[config.mk]
export PLATFORM = sky130hd
export DESIGN_NAME = vme_space_decoder
export DESIGN_NICKNAME = d
export VERILOG_FILES = /design/src/rtl/vme_dec_pkg.sv /design/src/rtl/vme_am_classify.sv /design/src/rtl/vme_window_match.sv /design/src/rtl/vme_cfg_bank.sv /design/src/rtl/vme_space_decoder.sv
export SDC_FILE = /design/constraint.sdc
export NUM_CORES = 1
export LEC_CHECK = 0
export ABC_CLOCK_PERIOD_IN_PS = 2100
export BUFFER_PORTS_ARGS = -buffer_cell sky130_fd_sc_hd__buf_2
export CORE_MARGIN = 1.5
export CORE_UTILIZATION = 28
export DETAILED_ROUTE_END_ITERATION = 12
export PLACE_DENSITY_LB_ADDON = 0.3
export SLEW_MARGIN = 20
export SYNTH_ARGS = -nofsm -noshare
export SYNTH_HDL_FRONTEND = slang
export SYNTH_SLANG_ARGS = --single-unit
[constraint.sdc]
create_clock -name clk -period 2.1 [get_ports clk]
set_input_delay 0.105 -clock clk [delete_from_list [all_inputs] [get_ports clk]]
set_output_delay 0.105 -clock clk [all_outputs]
set_load 0.01 [all_outputs]
[src/rtl/vme_dec_pkg.sv]
package vme_dec_pkg;

  typedef enum logic [1:0] {
    SP_CFG = 2'd0,
    SP_A16 = 2'd1,
    SP_A24 = 2'd2,
    SP_A32 = 2'd3
  } space_e;

  localparam int NUM_SPACES = 4;

  localparam logic [5:0] AM_CFG = 6'h37;
  localparam logic [5:0] AM_A16 = 6'h29;
  localparam logic [5:0] AM_A24 = 6'h39;
  localparam logic [5:0] AM_A32 = 6'h0B;

  // Highest address bit of the compared field in each space
  function automatic int space_top_bit(input int s);
    case (s)
      0:       return 23;
      1:       return 15;
      2:       return 23;
      default: return 31;
    endcase
  endfunction

endpackage

[src/rtl/vme_am_classify.sv]
module vme_am_classify
  import vme_dec_pkg::*;
#(
  parameter int AMW = 6
) (
  input  logic [AMW-1:0] am,
  input  logic           wr,
  output space_e         space,
  output logic           known
);

  always_comb begin
    space = SP_CFG;
    known = 1'b0;
    case (am)
      AM_CFG: begin space = SP_CFG; known = 1'b1; end
      AM_A16: begin space = SP_A16; known = 1'b1; end
      AM_A24: begin space = SP_A24; known = 1'b1; end
      AM_A32: begin space = SP_A32; known = !wr; end
      default: begin space = SP_CFG; known = 1'b0; end
    endcase
  end

endmodule

[src/rtl/vme_window_match.sv]
module vme_window_match
  import vme_dec_pkg::*;
#(
  parameter int AW    = 32,
  parameter int CW    = 5,
  parameter int OFF_W = AW - CW
) (
  input  logic [AW-1:0]    addr,
  input  logic [CW-1:0]    base_top,
  input  logic [CW-1:0]    slot,
  input  space_e           space,
  output logic             match,
  output logic [OFF_W-1:0] offset
);

  logic [NUM_SPACES-1:0] hit_vec;
  logic [OFF_W-1:0]      off_vec [NUM_SPACES];

  for (genvar s = 0; s < NUM_SPACES; s++) begin : g_space
    localparam int TOP   = space_top_bit(s);
    localparam int LOW_W = TOP - CW + 1;
    logic [CW-1:0] ref_bits;
    if (s == int'(SP_CFG)) begin : g_slot
      assign ref_bits = slot;
    end else begin : g_base
      assign ref_bits = base_top;
    end
    assign hit_vec[s] = (addr[TOP -: CW] == ref_bits);
    assign off_vec[s] = OFF_W'(addr[LOW_W-1:0]);
  end

  always_comb begin
    match  = hit_vec[space];
    offset = off_vec[space];
  end

endmodule

[src/rtl/vme_cfg_bank.sv]
module vme_cfg_bank #(
  parameter int         CW         = 5,
  parameter int         BW         = 8,
  parameter int         DW         = 16,
  parameter int         OFF_W      = 27,
  parameter logic [7:0] VENDOR_ID  = 8'hA6,
  parameter logic [6:0] MODULE_ID  = 7'h15,
  parameter logic [7:0] MODULE_REV = 8'h03
) (
  input  logic             clk,
  input  logic             rst,
  input  logic [CW-1:0]    slot,
  input  logic             wr_en,
  input  logic [OFF_W-1:0] offset,
  input  logic [DW-1:0]    wdata,
  output logic [DW-1:0]    rdata,
  output logic [CW-1:0]    base_top
);

  localparam int PAD_W = BW - CW;
  localparam logic [OFF_W-1:0] OFS_VENDOR = OFF_W'(0);
  localparam logic [OFF_W-1:0] OFS_MODULE = OFF_W'(2);
  localparam logic [OFF_W-1:0] OFS_BASE   = OFF_W'(4);

  logic [CW-1:0] base_q;
  logic          unused_wdata;

  assign unused_wdata = ^wdata[DW-CW-1:0];

  always_ff @(posedge clk) begin
    if (rst) begin
      base_q <= slot;
    end else if (wr_en && offset == OFS_BASE) begin
      base_q <= wdata[DW-1 -: CW];
    end
  end

  always_comb begin
    case (offset)
      OFS_VENDOR: rdata = DW'({VENDOR_ID, 8'h00});
      OFS_MODULE: rdata = DW'({1'b0, MODULE_ID, MODULE_REV});
      OFS_BASE:   rdata = DW'({base_q, {PAD_W{1'b0}}, 8'h00});
      default:    rdata = '0;
    endcase
  end

  assign base_top = base_q;

endmodule

[src/rtl/vme_space_decoder.sv]
module vme_space_decoder
  import vme_dec_pkg::*;
#(
  parameter int         AW         = 32,
  parameter int         AMW        = 6,
  parameter int         DW         = 16,
  parameter int         CW         = 5,
  parameter int         BW         = 8,
  parameter logic [7:0] VENDOR_ID  = 8'hA6,
  parameter logic [6:0] MODULE_ID  = 7'h15,
  parameter logic [7:0] MODULE_REV = 8'h03
) (
  input  logic                  clk,
  input  logic                  rst,
  input  logic                  cyc_i,
  input  logic                  wr_i,
  input  logic [AMW-1:0]        am_i,
  input  logic [AW-1:0]         addr_i,
  input  logic [CW-1:0]         ga_n_i,
  input  logic [DW-1:0]         wdata_i,
  output logic [NUM_SPACES-1:0] sel_o,
  output logic [AW-CW-1:0]      offset_o,
  output logic [DW-1:0]         cfg_rdata_o
);

  localparam int OFF_W = AW - CW;

  space_e           space;
  logic             known;
  logic             match;
  logic [OFF_W-1:0] offset;
  logic [CW-1:0]    slot;
  logic [CW-1:0]    base_q;
  logic [DW-1:0]    cfg_rdata;
  logic             hit;
  logic             cfg_wr;
  logic             cfg_rd;

  assign slot = ~ga_n_i;

  vme_am_classify #(.AMW(AMW)) u_class (
    .am    (am_i),
    .wr    (wr_i),
    .space (space),
    .known (known)
  );

  vme_window_match #(.AW(AW), .CW(CW), .OFF_W(OFF_W)) u_match (
    .addr     (addr_i),
    .base_top (base_q),
    .slot     (slot),
    .space    (space),
    .match    (match),
    .offset   (offset)
  );

  assign hit    = cyc_i && known && match;
  assign cfg_wr = hit && (space == SP_CFG) && wr_i;
  assign cfg_rd = hit && (space == SP_CFG) && !wr_i;

  vme_cfg_bank #(
    .CW(CW), .BW(BW), .DW(DW), .OFF_W(OFF_W),
    .VENDOR_ID(VENDOR_ID), .MODULE_ID(MODULE_ID), .MODULE_REV(MODULE_REV)
  ) u_cfg (
    .clk      (clk),
    .rst      (rst),
    .slot     (slot),
    .wr_en    (cfg_wr),
    .offset   (offset),
    .wdata    (wdata_i),
    .rdata    (cfg_rdata),
    .base_top (base_q)
  );

  always_ff @(posedge clk) begin
    if (rst) begin
      sel_o       <= '0;
      offset_o    <= '0;
      cfg_rdata_o <= '0;
    end else begin
      sel_o       <= hit ? NUM_SPACES'(1) << space : '0;
      offset_o    <= hit ? offset : '0;
      cfg_rdata_o <= cfg_rd ? cfg_rdata : '0;
    end
  end

endmodule

==> impl_metrics.yaml, run 1 <==
run_status:
  run_status: "finished clean"
cells_and_area:
  area_delta_synth_final_pct: 31.88
  layout-drive-gt1-share: 0.4512
  final_core_density: 0.3858
  diode_insertion_count_for_antenna_repair: 0
  multi_input_area_um2: 915.9
  mostFrequentLayoutCells: "buf_2 (92), dfxtp_1 (39), nand2_1 (22), nor3_1 (17), inv_1 (16)"
  register_area_um2: 930.9
  fin_nets: 359
  layout_commonest_cell: "buf_2"
  n_fill_cell: 733
yosys:
  synth.lib_cells_used.distinct: 37
  number_of_flip_flops_and_latches_in_the_synthesized_netlist: 44
  synth_async_sr_flop_share: 0
  ys_warn_count: 0
  post_synth_main_area_contributors: "dfxtp_1 (39%), edfxtp_1 (7.5%), nor3_2 (7.5%), xor2_1 (6.1%), nor3_1 (4.2%)"
  syn-instance-count: 200
  netlist_area_mm2: 0.002009
  seq_area_frac_synth: 0.4633
  synth_edf_count: 5
  netlist.top_cell.by_area: "dfxtp_1"
  avgSynthCellArea_um2: 10.05
  synth_top_cell_area_share: 0.3885
  flip_flop_cell_with_the_highest_count_after_synthesis: "dfxtp_1"
setup_path:
  crit_path_max_fo: 18
  crit_chain: "xor2_1, nor4_1, nand3_1, a31o_2, buf_4, nor4_1"
  cp_common_cell: "nor4_1"
  crit_start: "u_cfg.base_top[3]"
  critical_path_max_stage_delay_ns: 0.52
  reg2reg_slack_ns: 0.18
  cp_data_arrival_time_ns: 2.11
  r2r-end: "sel_o[2]"
  ff2ff_path_depth: 6
  timing.critical_path.from_type: "flop"
  cp-end-kind: "flop"
  criticalPathCategory: "reg -> reg"
  critical_path_slowest_stage_cell: "edfxtp_1"
  crit-reg2reg-launch: "u_cfg.base_top[3]"
  worst-endpoint-required_ns: 2.30
global_route:
  first_global_vias: 1512
  total_overflow_reported_by_the_global_router: 0
  grtUsageTotal: 0.1309
  grt_antenna_before_repair: 0
  grt_start_max_net_pins: 19
  grt_first_pass_wirelength_um: 7479
timing:
  rsz0062_at_grt: "false"
  finalHoldWorstSlack_ns: 0.02449
  tns_ns: 0
  final_min_period_over_clock_period: 0.9133
  finish_stage_setup_viols: 0
  report.final.slew_viol_count: 0
  clock.fmax_ghz: 0.5214
  timing.final.hold_violations: 0
  finClkSkew_ns: 0.003067
  layout_min_cycle_time_ns: 1.918
min_path:
  timing.hold.worst.class: "in -> reg"
  worst_hold_path.endpoint: "cfg_rdata_o[9]"
  hold_path.startpoint: "addr_i[1]"
  whs_path_depth: 2
route:
  detail_route.first_pass.iterations: 6
  finalWirelength_um: 4826
  vias: 1668
  remaining_drcs: 0
  postRouteAntennaNets: 0
  first_iter_violations: 39
  met2WireLength_um: 2250
  detail_route.vias_per_cell: 4.244
  routed_wire_length_per_instance_um: 12.28
  top_metal_used: "met4"
  met3_wirelength_um: 362
  routedLengthMet1_um: 2159
clock_network:
  clkSinkCount: 44
  cts_max_path_buffers: 2
  clkSlewWorstSetupHoldPaths_ns: 0.08
  worstSkewPairLatency_ns: 0.29
  clock_tree.root_cell: "clkbuf_8"
  tritoncts: "done"
  cts.htree.levels: 2
  cts-buffers-inserted: 5
power:
  total_power_mw: 1.616
  peakVddDrop_uv: 252.2
  power_leakage_nw: 1.229
  power_per_cell_area_mw_per_mm2: 609.7
floorplan:
  num_io_pins: 110
  num_rows: 30
  coreArea_mm2: 0.006869
  initial_utilization: 0.2925
  die-width_um: 87.72
  die_h_um: 87.72
  die_area_mm2: 0.007694
placed_design:
  port_buffers: 92
  globalplace.congestion: 0.7322
  hpwlAfterDp_um: 3871
flow_run:
  cap_viol_max_count: 0
==> power by group <==
| group | total [mW] | internal [mW] | switching (mW) |
|---|---|---|---|
| clock network | 0.538 | 0.268 | 0.270 |
| logic | 0.200 | 0.0911 | 0.109 |
| registers | 0.878 | 0.862 | 0.0163 |
| total | 1.62 | 1.22 | 0.395 |
==> routing by layer <==
layer | GRT usage | up-vias
met3 | 0.04147 | 4
met5 | 0 | -
li1 | - | 848
met2 | 0.2110 | 69
met4 | 0.04762 | 0
met1 | 0.1641 | 747
==> synth_stat cells (2+ instances only) <==
library cell	instances
xor2_1	14
inv_1	16
nand2_1	22
nor3_2	15
mux2i_1	5
clkbuf_1	2
nor4_1	7
buf_4	8
dfxtp_1	39
buf_6	3
o21ai_0	2
a21oi_1	2
a31o_2	2
nand3_1	5
nor2_1	8
edfxtp_1	5
xnor2_1	6
nor3_1	17
buf_2	4
==> area by class of cell <==
type / instances / area share
clock buffers: 7 / 0.03258
flip-flops and latches: 44 / 0.3513
inverters: 16 / 0.02266
multi-input cells: 128 / 0.3456
clock inverters: 1 / 0.002361
repair buffers: 101 / 0.2002
well taps: 96 / 0.04533
==> kinds of logic (layout without fill, tap and decap cells) <==
kind of cell              count (synthesis)  in the layout  share of synthesized area
AOI/OAI and AO/OA                        13             13                    0.07224
xor gates and xnor gates                 20             20                    0.08717
buffers and inverters                    33            125                    0.09029
DFF                                      44             44                     0.4633
muxes                                     5              5                    0.02491
other                                     1              6                   0.001866
and+or+nand+nor                          84             84                     0.2603
==> critical path: cells and delay by family (launching register included) <==
family | cells | cell delay [ns]
simple gates | 3 | 0.65
buf+inv | 1 | 0.20
flops | 1 | 0.52
xor+xnor | 1 | 0.21
compound gates | 1 | 0.25
==> state kept, by name (all words and copies together) (netlist names) <==
name	count
sel_o	4
cfg_rdata_o	8
u_cfg.base_top	5
offset_o	27
==> what timing repair did <==
action                    CTS  global route
resized for setup           0             0
hold endpoints to repair    2             0
hold buffers                1             0
setup buffers               0             0
==> worst max path at each step <==
stage | end | slack, ns | cells after the start
2_1_floorplan | u_cfg.base_top[0] | 0.17 | 6
3_5_place_dp | sel_o[2] | 0.16 | 6
5_1_grt | sel_o[3] | 0.08 | 6
6_report | sel_o[2] | 0.18 | 6
3_3_place_gp | sel_o[2] | 0.22 | 6
4_1_cts | sel_o[2] | 0.15 | 6
==> through the flow <==
step	setup slack, ns	instance area, um^2	cells
finish	0.1821	2650	393
global route	0.07935	2650	393
CTS	0.1494	2650	393
detailed placement	0.1631	2547	384
global placement	0.2221	2547	384
floorplan	0.1676	2028	205
Note: power is estimated with default switching activity, not from simulation.
==> run 2, diff against run 1 <==
--- a/config.mk
+++ b/config.mk
@@ -11,6 +11,7 @@
 export CORE_UTILIZATION = 28
 export DETAILED_ROUTE_END_ITERATION = 12
 export PLACE_DENSITY_LB_ADDON = 0.3
+export RECOVER_POWER = 25
 export SLEW_MARGIN = 20
 export SYNTH_ARGS = -nofsm -noshare
 export SYNTH_HDL_FRONTEND = slang
==> run 2 against run 1 <==
Critical endpoint unchanged. First-iteration DRC count increased by 2.6%. Sequential share of layout area increased by 0.30 points. Power about the same. Via count unchanged. Final cell count unchanged. Setup slack about the same. Sequential power about the same. Largest power group unchanged.
==> impl_metrics.yaml, run 2 (same netlist as run 1, synthesis figures left out) <==
run_status:
  run_status: "finished clean"
floorplan:
  initial_utilization: 0.2925
  die_area_mm2: 0.007694
  die-width_um: 87.72
  coreArea_mm2: 0.006869
  die_h_um: 87.72
  num_rows: 30
  num_io_pins: 110
setup_path:
  crit_path_max_fo: 18
  critical_path_max_stage_delay_ns: 0.52
  cp_common_cell: "nor4_1"
  critical_path_slowest_stage_cell: "edfxtp_1"
  crit_chain: "xor2_1, nor4_1, nand3_1, a31o_2, buf_4, nor4_1"
  worst-endpoint-required_ns: 2.30
  cp-end-kind: "flop"
  criticalPathCategory: "reg -> reg"
  critical-path-top-delay-family: "simple AND/OR/NAND/NOR gates"
  cp_data_arrival_time_ns: 2.11
  timing.critical_path.from_type: "flop"
  cp_num_buf_inv: 1
clock_network:
  cts.htree.levels: 2
  clock_tree.root_cell: "clkbuf_8"
  post_cts_resized: 0
  cts_max_path_buffers: 2
  tritoncts: "done"
  post_cts.repair.setup_buffers: 0
  clkSinkCount: 44
  clkSlewWorstSetupHoldPaths_ns: 0.08
  worstSkewPairLatency_ns: 0.29
  cts-buffers-inserted: 5
timing:
  clock.fmax_ghz: 0.5214
  finish_stage_setup_viols: 0
  layout_min_cycle_time_ns: 1.918
  timing.final.hold_violations: 0
  final_min_period_over_clock_period: 0.9133
  tns_ns: 0
  report.final.slew_viol_count: 0
  rsz0062_at_grt: "false"
  finClkSkew_ns: 0.003077
cells_and_area:
  layout_commonest_cell: "buf_2"
  area_delta_synth_final_pct: 30.76
  layout-drive-gt1-share: 0.3906
  largest_register_ff_count: 27
  diode_insertion_count_for_antenna_repair: 0
  top_register: "offset_o"
  fin_nets: 359
  fin_cells: 393
  mostFrequentLayoutCells: "buf_2 (74), dfxtp_1 (39), nand2_1 (22), clkbuf_1 (19), nor3_1 (17)"
power:
  power_leakage_nw: 1.151
  power_per_cell_area_mw_per_mm2: 614.8
  total_power_mw: 1.615
  peakVddDrop_uv: 252.2
route:
  vias: 1668
  routed_wire_length_per_instance_um: 12.36
  finalWirelength_um: 4858
  remaining_drcs: 0
  detail_route.vias_per_cell: 4.244
  postRouteAntennaNets: 0
  detail_route.first_pass.iterations: 6
  first_iter_violations: 40
flow_run:
  cap_viol_max_count: 0
placed_design:
  port_buffers: 92
  hpwlAfterDp_um: 3871
  placed_cells_incl_taps: 384
  globalplace.congestion: 0.7322
global_route:
  grtUsageTotal: 0.1309
  total_overflow_reported_by_the_global_router: 0
  first_global_vias: 1512
  grt_antenna_before_repair: 0
  grt_start_max_net_pins: 19
  grt_first_pass_wirelength_um: 7479
min_path:
  timing.hold.worst.class: "in -> reg"
## run 2: cell count changes in the layout (fill, tap and decap cells not counted), sizes merged
cell    previous run  this run
buf              100        82
clkbuf             7        25
## run 2: final cells by class
cell class,instances,area [um^2]
fill,735,4242
sequential,44,930.9
multi-input combinational,128,915.9
timing repair buffer,101,508.0
tap,96,120.1
clock buffer,7,86.33
inverter,16,60.06
clock inverter,1,6.256
## run 2: what timing repair did
item / in CTS / in global routing
endpoints found under the hold margin: 2 / 0
hold buffers: 1 / 0
endpoints found under the setup margin: 0 / 0
## run 2: worst reg2reg max path, stage by stage, from the launching register on
cell and delay [ns]:
edfxtp_1 0.52, xor2_1 0.21, nor4_1 0.36, nand3_1 0.12, a31o_2 0.25, buf_4 0.20, nor4_1 0.18
## run 2: path summary, 6_finish.rpt
kind                startpoint  cells past startpoint  slack, ns              end
min reg2reg  u_cfg.base_top[0]                      2       0.68  cfg_rdata_o[11]
max          u_cfg.base_top[3]                      6       0.18         sel_o[2]
max reg2reg  u_cfg.base_top[3]                      6       0.18         sel_o[2]
min                  addr_i[1]                      2       0.02   cfg_rdata_o[9]
## run 2: metal layers
metal  GRT usage  up-vias  routed length [um]
met5           0        -                   0
met4     0.04762        0                  53
met3     0.04147        4                 371
met2      0.2110       69                2256
met1      0.1641      747                2175
li1            -      848                   -
## run 2: where the power goes
group / internal, mW / switching, mW
combinational: 0.0906 / 0.109
clock: 0.268 / 0.270
sequential: 0.862 / 0.0163
## run 2: through the flow
stage	utilization	cell area, um^2	worst slack (ns)	hold WS, ns
after floorplan	-	2028	0.1676	0.1740
after global placement	0.3709	2547	0.2221	0.3075
after detailed placement	0.3709	2547	0.1631	0.3099
after CTS	0.3858	2650	0.1494	0.01223
after global routing	0.3825	2628	0.07929	0.004278
final	0.3825	2628	0.1821	0.02462
